`src/rtl/wdt_pkg.sv`:
```
package wdt_pkg;
  // What the counter does at the next edge
  typedef enum logic [1:0] {
    ACT_HOLD = 2'd0,
    ACT_STEP = 2'd1,
    ACT_LOAD = 2'd2,
    ACT_WRAP = 2'd3
  } wdt_act_e;
endpackage

```
`src/rtl/wdt_prescaler.sv`:
```
module wdt_prescaler #(
  parameter int unsigned DIV = 2
) (
  input  logic clk,
  input  logic rst_n,
  input  logic enable_i,
  input  logic clear_i,
  output logic tick_o
);
  localparam int unsigned PW = (DIV > 1) ? $clog2(DIV) : 1;
  localparam logic [PW-1:0] LAST = PW'(DIV - 1);

  generate
    if (DIV <= 1) begin : g_direct
      assign tick_o = enable_i && !clear_i;
    end else begin : g_div
      logic [PW-1:0] phase_q, phase_d;

      always_comb begin
        phase_d = phase_q;
        if (clear_i) begin
          phase_d = '0;
        end else if (enable_i) begin
          phase_d = (phase_q == LAST) ? '0 : phase_q + PW'(1);
        end
      end

      always_ff @(posedge clk or negedge rst_n) begin
        if (!rst_n) begin
          phase_q <= '0;
        end else begin
          phase_q <= phase_d;
        end
      end

      assign tick_o = enable_i && !clear_i && (phase_q == LAST);
    end
  endgenerate
endmodule

```
`src/rtl/wdt_counter.sv`:
```
module wdt_counter
  import wdt_pkg::*;
#(
  parameter int unsigned      CNT_W     = 15,
  parameter logic [CNT_W-1:0] START_VAL = '0
) (
  input  logic             clk,
  input  logic             rst_n,
  input  logic             tick_i,
  input  logic             refresh_i,
  output logic [CNT_W-1:0] count_o,
  output logic             wrap_o
);
  localparam logic [CNT_W-1:0] TOP = '1;

  wdt_act_e         act;
  logic [CNT_W-1:0] cnt_q, cnt_d;

  always_comb begin
    if (refresh_i)            act = ACT_LOAD;
    else if (!tick_i)         act = ACT_HOLD;
    else if (cnt_q == TOP)    act = ACT_WRAP;
    else                      act = ACT_STEP;
  end

  always_comb begin
    case (act)
      ACT_STEP: cnt_d = cnt_q + CNT_W'(1);
      ACT_LOAD,
      ACT_WRAP: cnt_d = START_VAL;
      default:  cnt_d = cnt_q;
    endcase
  end

  always_ff @(posedge clk or negedge rst_n) begin
    if (!rst_n) begin
      cnt_q <= '0;
    end else if (act != ACT_HOLD) begin
      cnt_q <= cnt_d;
    end
  end

  assign count_o = cnt_q;
  assign wrap_o  = (act == ACT_WRAP);
endmodule

```
`src/rtl/wdt_req_gen.sv`:
```
module wdt_req_gen (
  input  logic clk,
  input  logic rst_n,
  input  logic wrap_i,
  input  logic idle_i,
  output logic req_o
);
  logic req_q, req_d;

  // Wraps during idle are absorbed silently
  always_comb req_d = wrap_i && !idle_i;

  always_ff @(posedge clk or negedge rst_n) begin
    if (!rst_n) begin
      req_q <= 1'b0;
    end else begin
      req_q <= req_d;
    end
  end

  assign req_o = req_q;
endmodule

```
`src/rtl/idle_wdt.sv`:
```
module idle_wdt #(
  parameter int unsigned      CNT_W        = 15,
  parameter int unsigned      PRESCALE_DIV = 12,
  parameter logic [CNT_W-1:0] START_VAL    = '0
) (
  input  logic             clk,
  input  logic             rst_n,
  input  logic             idle_i,
  input  logic             enable_i,
  input  logic             refresh_i,
  output logic [CNT_W-1:0] count_o,
  output logic             rst_req_o
);
  logic [1:0] rst_sync_q;
  logic       rst_int_n;
  logic       tick;
  logic       wrap;

  always_ff @(posedge clk or negedge rst_n) begin
    if (!rst_n) begin
      rst_sync_q <= 2'b00;
    end else begin
      rst_sync_q <= {rst_sync_q[0], 1'b1};
    end
  end
  assign rst_int_n = rst_sync_q[1];

  wdt_prescaler #(.DIV(PRESCALE_DIV)) u_psc (
    .clk      (clk),
    .rst_n    (rst_int_n),
    .enable_i (enable_i),
    .clear_i  (refresh_i),
    .tick_o   (tick)
  );

  wdt_counter #(.CNT_W(CNT_W), .START_VAL(START_VAL)) u_cnt (
    .clk       (clk),
    .rst_n     (rst_int_n),
    .tick_i    (tick),
    .refresh_i (refresh_i),
    .count_o   (count_o),
    .wrap_o    (wrap)
  );

  wdt_req_gen u_req (
    .clk    (clk),
    .rst_n  (rst_int_n),
    .wrap_i (wrap),
    .idle_i (idle_i),
    .req_o  (rst_req_o)
  );
endmodule

```
`config.mk`:
```
export PLATFORM = sky130hd
export DESIGN_NAME = idle_wdt
export DESIGN_NICKNAME = d
export VERILOG_FILES = /design/src/rtl/wdt_pkg.sv /design/src/rtl/wdt_prescaler.sv /design/src/rtl/wdt_counter.sv /design/src/rtl/wdt_req_gen.sv /design/src/rtl/idle_wdt.sv
export SDC_FILE = /design/constraint.sdc
export NUM_CORES = 1
export LEC_CHECK = 0
export BUFFER_PORTS_ARGS = -buffer_cell sky130_fd_sc_hd__buf_4
export CAP_MARGIN = 20
export CORE_MARGIN = 3
export CORE_UTILIZATION = 49
export CTS_CLUSTER_SIZE = 12
export DETAILED_ROUTE_END_ITERATION = 12
export PLACE_DENSITY = 0.76
export SKIP_LAST_GASP = 1
export SYNTH_ARGS = -nofsm -noshare
export SYNTH_HDL_FRONTEND = slang
export SYNTH_SLANG_ARGS = --single-unit
```
`constraint.sdc`:
```
create_clock -name clk -period 0.9 [get_ports clk]
set_clock_uncertainty 0.15 [all_clocks]
set_input_delay 0.09 -clock clk [delete_from_list [all_inputs] [get_ports clk]]
set_output_delay 0.09 -clock clk [all_outputs]
set_load 0.02 [all_outputs]
```
# Word-level counts from Yosys, hierarchy flattened
# Index checks and enable logic that the tools add are counted.
# W data, S select, Z words.
[word_totals]
reg_bits = 22
input_bits = 5
output_inout_bits = 16
elab_cells = 28
[op_classes]
n_addsub = 2
eq_ne = 5
n_mux = 7
reduce_logical = 10
[ops]
columns = ["operator", "count"]
rows = [
  ["$pmux W15 S2", 1],
  ["$add A15 B1 Y15 const B", 1],
  ["$eq A15 B15 Y1 const B", 1],
  ["$mux W4", 3],
  ["$mux W2", 3],
  ["$reduce_bool A2 Y1", 3],
  ["$add A4 B1 Y4 const B", 1],
  ["$eq A2 B2 Y1 const B", 2],
  ["$eq A4 B4 Y1 const B", 1],
  ["$logic_and A1 B1 Y1", 3],
  ["$eq A2 B1 Y1 const B", 1],
  ["$logic_not A1 Y1", 2],
  ["$reduce_and A2 Y1", 1],
  ["$reduce_or A2 Y1", 1],
]

# Depth between registers and ports, before layout
# Gate-level depths: netlist (run 1).
[logic_depth]
ltp_word = 9
depth_mapped = 7
depth_no_buf = 5

# Hierarchy
# Synthesis (run 1) repeated with hierarchy kept, for this count alone.
[unflattened]
hier_cells = 102
hier_area_um2 = 1119.8
[modules_own_cells]
columns = ["module", "instances", "cells_per_inst", "area_per_inst_um2", "seq_area_each_um2"]
rows = [
  ["wdt_counter", 1, 75, 802.0, 375.4],
  ["wdt_prescaler", 1, 22, 225.2, 100.1],
  ["idle_wdt", 1, 3, 53.8, 50.0],
  ["wdt_req_gen", 1, 2, 38.8, 25.0],
]

# Worst setup path before layout (run 1)
# OpenSTA, ideal clock, no wires.
[synth_timing]
path_type = "reg2reg"
start = "register u_cnt.cnt_q[0] (netlist: u_cnt.count_o[0])"
end = "register u_cnt.cnt_q[3] (netlist: u_cnt.count_o[3])"
setup_ps = 119
arrival_time_ps = 1507
required_ps = 631
setup_slack_ps = -875
stages_incl_launch_ff = 8
path_buffers = 2
period_less_slack_ps = 1775
cell_sequence = "dfrtp_1 ha_1 and3_1 buf_2 nand4_4 o21ai_2 buf_6 nor2_1"
[synth_between]
elab_chain_len = 8
word_cells_on_any_way = 13
cone_classes = "1 x add/sub; 4 x eq/ne; 4 x mux; 4 x reduce/logical"
[synth_rtl]
columns = ["element", "line", "source"]
rows = [
  ["from (decl)", "wdt_counter.sv:17", "logic [CNT_W-1:0] cnt_q, cnt_d;"],
  ["from (signal assigned)", "wdt_counter.sv:39", "cnt_q <= cnt_d;"],
  ["$eq A15 B15 Y1", "wdt_counter.sv:22", "else if (cnt_q == TOP) act = ACT_WRAP;"],
  ["$mux W2", "wdt_counter.sv:22", ""],
  ["$mux W2", "wdt_counter.sv:21", "else if (!tick_i) act = ACT_HOLD;"],
  ["$mux W2", "wdt_counter.sv:20", "if (refresh_i) act = ACT_LOAD;"],
  ["$eq A2 B2 Y1", "wdt_counter.sv:27", "case (act)"],
  ["$reduce_or A2 Y1", "wdt_counter.sv:27", ""],
  ["$reduce_bool A2 Y1 (no source line)", "-", ""],
  ["$reduce_and A2 Y1 (no source line)", "-", ""],
]
# Several ways; a longest one is shown, not always the timed one.
# A chain may end at the register's enable or synchronous reset.

# Final worst setup path (run 1)
[layout_timing]
start = "register u_psc.g_div.phase_q[0]"
end = "register u_cnt.cnt_q[13] (netlist: u_cnt.count_o[13])"
[layout_between]
elab_chain_len = 8
word_cells_on_any_way = 12
cone_classes = "4 x eq/ne; 3 x mux; 5 x reduce/logical"
[layout_rtl]
columns = ["element", "line", "source"]
rows = [
  ["from (decl)", "wdt_prescaler.sv:17", "logic [PW-1:0] phase_q, phase_d;"],
  ["from (signal assigned)", "wdt_prescaler.sv:32", "phase_q <= phase_d;"],
  ["$eq A4 B4 Y1 (*)", "wdt_prescaler.sv:36", "assign tick_o = enable_i && !clear_i && (phase_q == LAST);"],
  ["$logic_and A1 B1 Y1 (*)", "wdt_prescaler.sv:36", ""],
  ["$mux W2 (*)", "wdt_counter.sv:21", ""],
  ["$mux W2 (*)", "wdt_counter.sv:20", ""],
  ["$eq A2 B2 Y1", "wdt_counter.sv:27", ""],
  ["$reduce_or A2 Y1", "wdt_counter.sv:27", ""],
  ["$reduce_bool A2 Y1 (no source line)", "-", ""],
  ["$reduce_and A2 Y1 (no source line)", "-", ""],
]
# Every way passes the cells marked *; elsewhere a longest branch is shown, timed or not.

==> results list, run 1 <==
* Status: complete, but fails checks
- The checks that failed: negative setup slack.
- The region available for standard cell placement spans 0.00225 mm^2.
- Final setup vio count: 36
* Setup repair after global routing missed its margin: yes
- Entering global routing, the biggest net connects 14 pins.
* Post-DP HPWL: 2290 um
* Leakage power figure: 0.951 nW
- Fraction of layout instances using a drive strength above 1: 61.4%
* Largest area contributor in the synthesized netlist: sky130_fd_sc_hd__dfrtp_1
- Maximum vdd drop: 1.19 mV
- Synth warn: 0
- DRC violation count after routing: 0
- Area growth from synthesis to final layout: 76.1%
- Worst path arrival time: 1.86 ns
- Master of the slowest instance on the critical path: sky130_fd_sc_hd__dfrtp_1
- Setup total negative slack on the finished layout was measured at -19.30 ns.
* Crit end category: register
- Initial Util: 52.7%
- Sum of overflow across all layers after global routing: 0
* Routed length per placed instance: 20.1 um
- The clock drives 22 sinks.
- Startpoint of the worst register-to-register path: u_psc.g_div.phase_q[0]$_DFFE_PN0P_
* Final max-slew violation count: 0
- Number of nets with antenna violations after detailed routing: 0
- Number of library cell types mapped by synthesis: 39
* Prevailing post-synth register cell: sky130_fd_sc_hd__dfrtp_1
- Total power per unit cell area: 844 mW/mm^2
- Vias in the first global route: 1367
* Leading cell type by number of instances after synthesis: sky130_fd_sc_hd__dfrtp_1
- By count the netlist is led by sky130_fd_sc_hd__dfrtp_1 (22), sky130_fd_sc_hd__nor2_1 (15), sky130_fd_sc_hd__xor2_1 (9), sky130_fd_sc_hd__nand2_1 (5), sky130_fd_sc_hd__o21ai_0 (5).
* Share of the clock period used by the worst path after layout: 196%
* Ys async rst share: 100%
- In the synthesized netlist, the number of instances is 112.
* Portion of synthesized cell area occupied by the leading cell type: 46.4%
- Cells fill 92.7% of the core in the end.
* Number of iterations in the first detailed-routing pass: 4
* Final std cells w/o fill: 212
- Biggest area contributors in the synthesized netlist: sky130_fd_sc_hd__dfrtp_1 (46%), sky130_fd_sc_hd__xor2_1 (6.6%), sky130_fd_sc_hd__nor2_1 (4.7%)
* Routability cong.: 0.813
- After synthesis, the mean cell area works out to 10.6 um^2.
- Row generation in the floorplan step produced 17 rows.
- CTS H-tree depth: 1
- Number of cells after detailed placement: 190
* Global-route wire length before repair: 6500 um
- Synthesized Nets: 119
- Number of DRC violations after detailed-routing iteration 0: 62
- Category of the worst setup path launch point: register
* Maximum fanout along the worst path: 6
- In this run the vertical extent of the chip is 55.2 um.
- Post-synth design cell area: 0.00119 mm^2
* Final worst path period need: 1.76 ns
- Yosys mapped a number of flops with a built-in enable equal to 0.
- Clock insertion delay at the later pin of the skew report: 0.31 ns
* Crit path required time: 1.00 ns
* R2R Setup Slk: -0.86 ns
- The die is 55.2 um wide.
* Total number of nets in the final design: 192
- Number of antenna violations at the first check in global routing: 0
- The detailed router placed 1221 vias in this run.
- Summed over all layers, the routed wires come to 4250 um.
- On the critical path the largest part of the delay comes from simple AND/OR/NAND/NOR gates.
- Maximum clock frequency: 567 MHz
- Number of buffer cells added on primary ports: 20
- Counting the fill cells in the layout gives 70.
* Total die area: 0.00305 mm^2
- CTS Buf Count: 3
* Smallest setup slack after layout: -0.864 ns
- The worst register-to-register path ends at u_cnt.count_o[13]$_DFFE_PN0P_.
- Sequential elements use 46.4% of the synthesized area.
- The setup path with the least slack is of type register to register.
- After detailed routing, the number of vias per cell comes to 5.76.
* Max_cap viols: 0
- Ant diodes: 0
- Boundary Pins: 21
- TritonCTS built the clock tree.
- The signal on the critical path passes through ha_4, and4b_4, o211ai_2, or3_4, a21oi_2.
- No sink is reached through more buffers than the 2 on the longest clock path.
- Total routing usage reported by global routing: 26.2%
* Number of hold violations in the final report: 0
* Worst-path clk slew: 0.13 ns
- Min-delay worst type: register to async pin
- Depth of the most critical reg-to-reg path: 5
- Critical path's largest stage delay: 0.43 ns
* Root buffer cell: sky130_fd_sc_hd__clkbuf_4
- Bufs and invs on worst path: 0
* Post-synthesis register bit count: 22
-- cells in the final DEF (no fill, tap or decap), drive strengths merged --
cell,instances
and4b,2
nand2,6
buf,72
and3,4
nand3b,2
dlygate4sd3,3
or3,3
a32o,1
nand2b,1
nand4,2
and4,3
nand4b,1
nor2,15
nand3,3
inv,3
clkbuf,4
conb,1
nor4,1
a21boi,1
a21oi,5
nor3,1
o21ai,6
mux2i,2
ha,2
o211ai,4
xor2,9
dfrtp,22
xnor2,1
o2111ai,4
-- cells by family after synthesis --
| family | after synthesis | synth area share [%] |
|---|---|---|
| multiplexers | 2 | 1.69 |
| adder cells (fa/ha/maj) | 2 | 2.11 |
| buffers and inverters | 10 | 5.79 |
| AO/OA/AOI/OAI | 21 | 13.8 |
| flip-flops | 22 | 46.4 |
| AND/OR/NAND/NOR | 44 | 22.6 |
| XOR/XNOR | 10 | 7.38 |
| other | 1 | 0.316 |
-- flip-flops by register name, indices dropped and copies added, names as in the netlist --
signal	flops
u_cnt.count_o	15
rst_sync_q	2
u_psc.g_div.phase_q	4
u_req.req_o	1
-- final cells by class --
cell class	count	area [um^2]	share of cell area [%]
well taps	28	35.0	1.68
clock buffers	4	36.3	1.74
flip-flops and latches	22	557	26.6
repair buffers	75	718	34.4
multi-input cells	80	733	35.1
inverters	3	11.3	0.539
-- power breakdown --
group          internal (mW)  switching, mW  total, mW
sequential              1.00        0.00994       1.01
clock                  0.247          0.324      0.571
combinational         0.0820          0.102      0.184
-- routing by layer --
metal  GRT usage (%)  share of wire [%]  vias to the layer above  routed length [um]
met1            31.4                 37                      601                1570
met4            10.8                5.1                        0                 218
li1                -                  -                      539                   -
met5               0                  0                        -                   0
met2            46.8                 53                       57                2250
met3            3.50                4.9                       24                 207
-- what timing repair did --
item / CTS / global route
hold buffers: 2 / 1
pin swaps: 22 / 7
cloned: 1 / 0
endpoints found under the hold margin: 3 / 1
setup buffers: 11 / 6
setup endpoints to repair: 36 / 36
resized for setup: 47 / 16
-- stage by stage --
step	setup slack, ns	hold WS (ns)	cell area [um^2]	power [mW]
after floorplan	-0.704	-0.356	1260	1.10
after CTS	-0.780	-0.206	2010	1.72
final	-0.864	0.0369	2090	1.76
after detailed placement	-0.772	-0.276	1670	1.16
after global placement	-0.720	-0.278	1670	1.15
after global routing	-0.920	0.0259	2090	1.83
-- how the worst max path moves through the flow --
stage	from	endpoint	slack [ns]	cells past startpoint
after detailed placement	u_psc.g_div.phase_q[1]$_DFFE_PN0P_	u_cnt.count_o[13]$_DFFE_PN0P_	-0.77	5
after CTS	u_psc.g_div.phase_q[0]$_DFFE_PN0P_	u_cnt.count_o[13]$_DFFE_PN0P_	-0.78	5
after global routing	u_psc.g_div.phase_q[0]$_DFFE_PN0P_	u_cnt.count_o[5]$_DFFE_PN0P_	-0.92	6
after global placement	u_psc.g_div.phase_q[1]$_DFFE_PN0P_	u_cnt.count_o[12]$_DFFE_PN0P_	-0.72	6
final	u_psc.g_div.phase_q[0]$_DFFE_PN0P_	u_cnt.count_o[13]$_DFFE_PN0P_	-0.86	5
after floorplan	u_cnt.count_o[1]$_DFFE_PN0P_	u_cnt.count_o[8]$_DFFE_PN0P_	-0.70	7
Power figures use the tool's default switching activity.
==> run 2, diff against run 1 <==
--- a/config.mk
+++ b/config.mk
@@ -6,12 +6,12 @@
 export NUM_CORES = 1
 export LEC_CHECK = 0
 export BUFFER_PORTS_ARGS = -buffer_cell sky130_fd_sc_hd__buf_4
-export CAP_MARGIN = 20
+export CAP_MARGIN = 10
 export CORE_MARGIN = 3
-export CORE_UTILIZATION = 49
+export CORE_UTILIZATION = 58
 export CTS_CLUSTER_SIZE = 12
 export DETAILED_ROUTE_END_ITERATION = 12
-export PLACE_DENSITY = 0.76
+export PLACE_DENSITY = 0.84
 export SKIP_LAST_GASP = 1
 export SYNTH_ARGS = -nofsm -noshare
 export SYNTH_HDL_FRONTEND = slang
==> constraint.sdc (replaced) <==
create_clock -name clk -period 2.1 [get_ports clk]
set_clock_uncertainty 0.15 [all_clocks]
set_input_delay 0.21 -clock clk [delete_from_list [all_inputs] [get_ports clk]]
set_output_delay 0.21 -clock clk [all_outputs]
set_load 0.02 [all_outputs]
==> results list, run 2 (synthesized netlist as in run 1, its figures left out) <==
* Status: finished clean (was complete, but fails checks)
- Switch share: 21.9% (was 24.7%)
* Number of flip-flops under the largest register name: 15 (unchanged)
- Number of cells after detailed placement: 151 (was 190)
- The path type of the worst setup path was register to register (unchanged).
- Headroom to the max-slew limit came out at 48.3%.
- Max_cap viols: 0 (unchanged)
- The number of slew-limit violations in the final report came to 0 (unchanged).
* CTS H-tree depth: 1 (unchanged)
- The worst setup slack after layout came to 0.259 ns (was -0.864 ns).
- Ant diodes: 0 (unchanged)
- The top achievable clock speed was 543 MHz (was 567 MHz).
- Number of DRC violations after detailed-routing iteration 0: 16 (was 62)
* Die span in y: 51.2 um (was 55.2 um)
- Post-layout util: 75.5% (was 92.7%)
- Share of the clock period used by the worst path after layout: 87.7% (was 196%)
- Total die area: 0.00263 mm^2 (was 0.00305 mm^2)
* Chain of cells forming the critical path: ha_1, and3_1, nand4_4, o21ai_2, buf_4, nor2_1 (was ha_4, and4b_4, o211ai_2, or3_4, a21oi_2)
- The site row count is 15 (was 17).
- Leakage power figure: 0.657 nW (was 0.951 nW)
- The path class of the lowest-slack min-delay path was primary input to async pin (was register to async pin).
* Maximum vdd drop: 0.360 mV (was 1.19 mV)
- The overflow left after global routing is 0 (unchanged).
- The fraction of power consumed by the clock network was 32.8% (was 32.3%).
- The number of I/O port buffers is 20 (unchanged).
- Vias per cell: 5.75 (was 5.76)
- Area of placed instances: 0.00132 mm^2 (was 0.00167 mm^2)
- Total routing usage reported by global routing: 18.9% (was 26.2%)
- The peak per-stage delay on the critical path is 0.44 ns (was 0.43 ns).
* Finished Cell Area: 0.00138 mm^2 (was 0.00209 mm^2)
- The count of cells resized by post-cts repair is 0 (was 47).
- The setup TNS after final layout came to 0 ns (was -19.30 ns).
- CTS Buf Count: 3 (unchanged)
- The routability congestion estimate from global placement is 0.795 (was 0.813).
- Final std cells w/o fill: 157 (was 212)
- The effective utilization at floorplan is 65.2% (was 52.7%).
- The ratio of cells with drive above 1 in the final layout is 26.5% (was 61.4%).
* Clk sink count: 22 (unchanged)
- The number of post-CTS setup repair buffers is 0 (was 11).
- Crit path required time: 2.15 ns (was 1.00 ns)
* Clock insertion delay at the later pin of the skew report: 0.30 ns (was 0.31 ns)
- The internal cell power was 549 uW (was 1.33 mW).
- The endpoint kind of the worst setup timing path is a register (unchanged).
* Most common library cell in the layout ignoring fill and taps: sky130_fd_sc_hd__dfrtp_1 (was sky130_fd_sc_hd__buf_6)
- Number of iterations in the first detailed-routing pass: 4 (unchanged)
* Sw power: 154 uW (was 436 uW)
* Vias in the first global route: 844 (was 1367)
- Routed length per placed instance: 13.7 um (was 20.1 um)
- Final worst hold slack: 0.0621 ns (was 0.0369 ns)
- Most used cells in the layout excluding fill and tap cells: sky130_fd_sc_hd__dfrtp_1 (22), sky130_fd_sc_hd__buf_4 (21), sky130_fd_sc_hd__nor2_1 (15) (was sky130_fd_sc_hd__buf_6 (36), sky130_fd_sc_hd__buf_4 (35), sky130_fd_sc_hd__dfrtp_1 (17)).
* Boundary Pins: 21 (unchanged)
- The hold-fix buffer count after cts came to 2 (unchanged).
* Largest net degree at the start of global routing: 21 (was 14)
- Final setup vio count: 0 (was 36)
* Root buffer cell: sky130_fd_sc_hd__clkbuf_4 (unchanged)
- Worst-path clk slew: 0.12 ns (was 0.13 ns)
- Overall die width: 51.2 um (was 55.2 um)
- Post-DP HPWL: 1560 um (was 2290 um)
* Part of the total power dissipated in combinational logic: 4.8% (was 10.5%)
- Number of nets with antenna violations after detailed routing: 0 (unchanged)
* Setup repair after global routing missed its margin: no (was yes)
- The largest fanout on the critical path was 12 (was 6).
- Total number of vias: 902 (was 1221)
- Placeable core region: 0.00182 mm^2 (was 0.00225 mm^2)
- The startpoint class of the critical path is a register (unchanged).
- Worst path arrival time: 1.89 ns (was 1.86 ns)
- DRC violation count after routing: 0 (unchanged)
* Total power per unit cell area: 511 mW/mm^2 (was 844 mW/mm^2)
* Number of antenna violations at the first check in global routing: 0 (unchanged)
- Master of the slowest instance on the critical path: sky130_fd_sc_hd__dfrtp_1 (unchanged)
* Total number of nets in the final design: 140 (was 192)
- The relative area change from synthesis to final layout came to 15.8% (was 76.1%).
- Maximum clock insertion buffer count: 2 (unchanged)
- The final count of hold timing violations came to 0 (unchanged).
* Clock tree from TritonCTS: built (unchanged)
- Reg power frac: 62.5% (was 57.2%)
- Total wire length: 2150 um (was 4250 um)
- Transition time at the pin with the least slew margin: 0.776 ns
* Global-route wire length before repair: 3760 um (was 6500 um)
* Power after layout: 702 uW (was 1.76 mW)
- Pre-CTS worst setup slack: 0.272 ns (was -0.772 ns)
- The shortest period the worst path allows is 1.84 ns (was 1.76 ns).
==> run 2: power groups by stage <==
| stage | clock network [mW] | registers, mW | logic (mW) |
|---|---|---|---|
| floorplan | 0 | 0.445 | 0.0237 |
| global placement | 0 | 0.447 | 0.0291 |
| detailed placement | 0 | 0.448 | 0.0301 |
| CTS | 0.235 | 0.439 | 0.0333 |
| global route | 0.256 | 0.441 | 0.0374 |
| finish | 0.230 | 0.439 | 0.0335 |
==> run 2: metal layers <==
layer,global-route usage [%],wire length (um)
met5,0,0
met4,5.24,14
met1,24.6,994
met3,3.79,84
met2,32.0,1060
==> run 2: critical path, delay by kind of cell (launching register included) <==
kind / cells / cell delay [ns]
buffers and inverters: 1 / 0.20
and+or+nand+nor: 3 / 0.60
DFF: 1 / 0.44
AOI/OAI and AO/OA: 1 / 0.16
adders and majority gates: 1 / 0.19
==> run 2: final timing paths <==
| kind | startpoint | to | slack [ns] | cells after the start |
|---|---|---|---|---|
| min in group clk | refresh_i | u_psc.g_div.phase_q[3]$_DFFE_PN0P_ | 0.06 | 2 |
| worst max register to register | u_cnt.count_o[0]$_DFFE_PN0P_ | u_cnt.count_o[8]$_DFFE_PN0P_ | 0.26 | 6 |
| worst min register to register | rst_sync_q[1]$_DFF_PN0_ | u_cnt.count_o[3]$_DFFE_PN0P_ | 0.18 | 0 |
| worst min-delay path | rst_n | rst_sync_q[0]$_DFF_PN0_ | 0.06 | 2 |
| worst max-delay path | u_cnt.count_o[0]$_DFFE_PN0P_ | u_cnt.count_o[8]$_DFFE_PN0P_ | 0.26 | 6 |
| max in group asynchronous | rst_sync_q[1]$_DFF_PN0_ | u_cnt.count_o[4]$_DFFE_PN0P_ | 1.14 | 0 |
==> run 2: cell type report <==
cell class / instances / area, um^2
tap: 25 / 31.3
inverter: 3 / 11.3
fill: 126 / 445
multi-input combinational: 80 / 568
clock buffer: 4 / 36.3
sequential: 22 / 551
timing repair buffer: 23 / 178
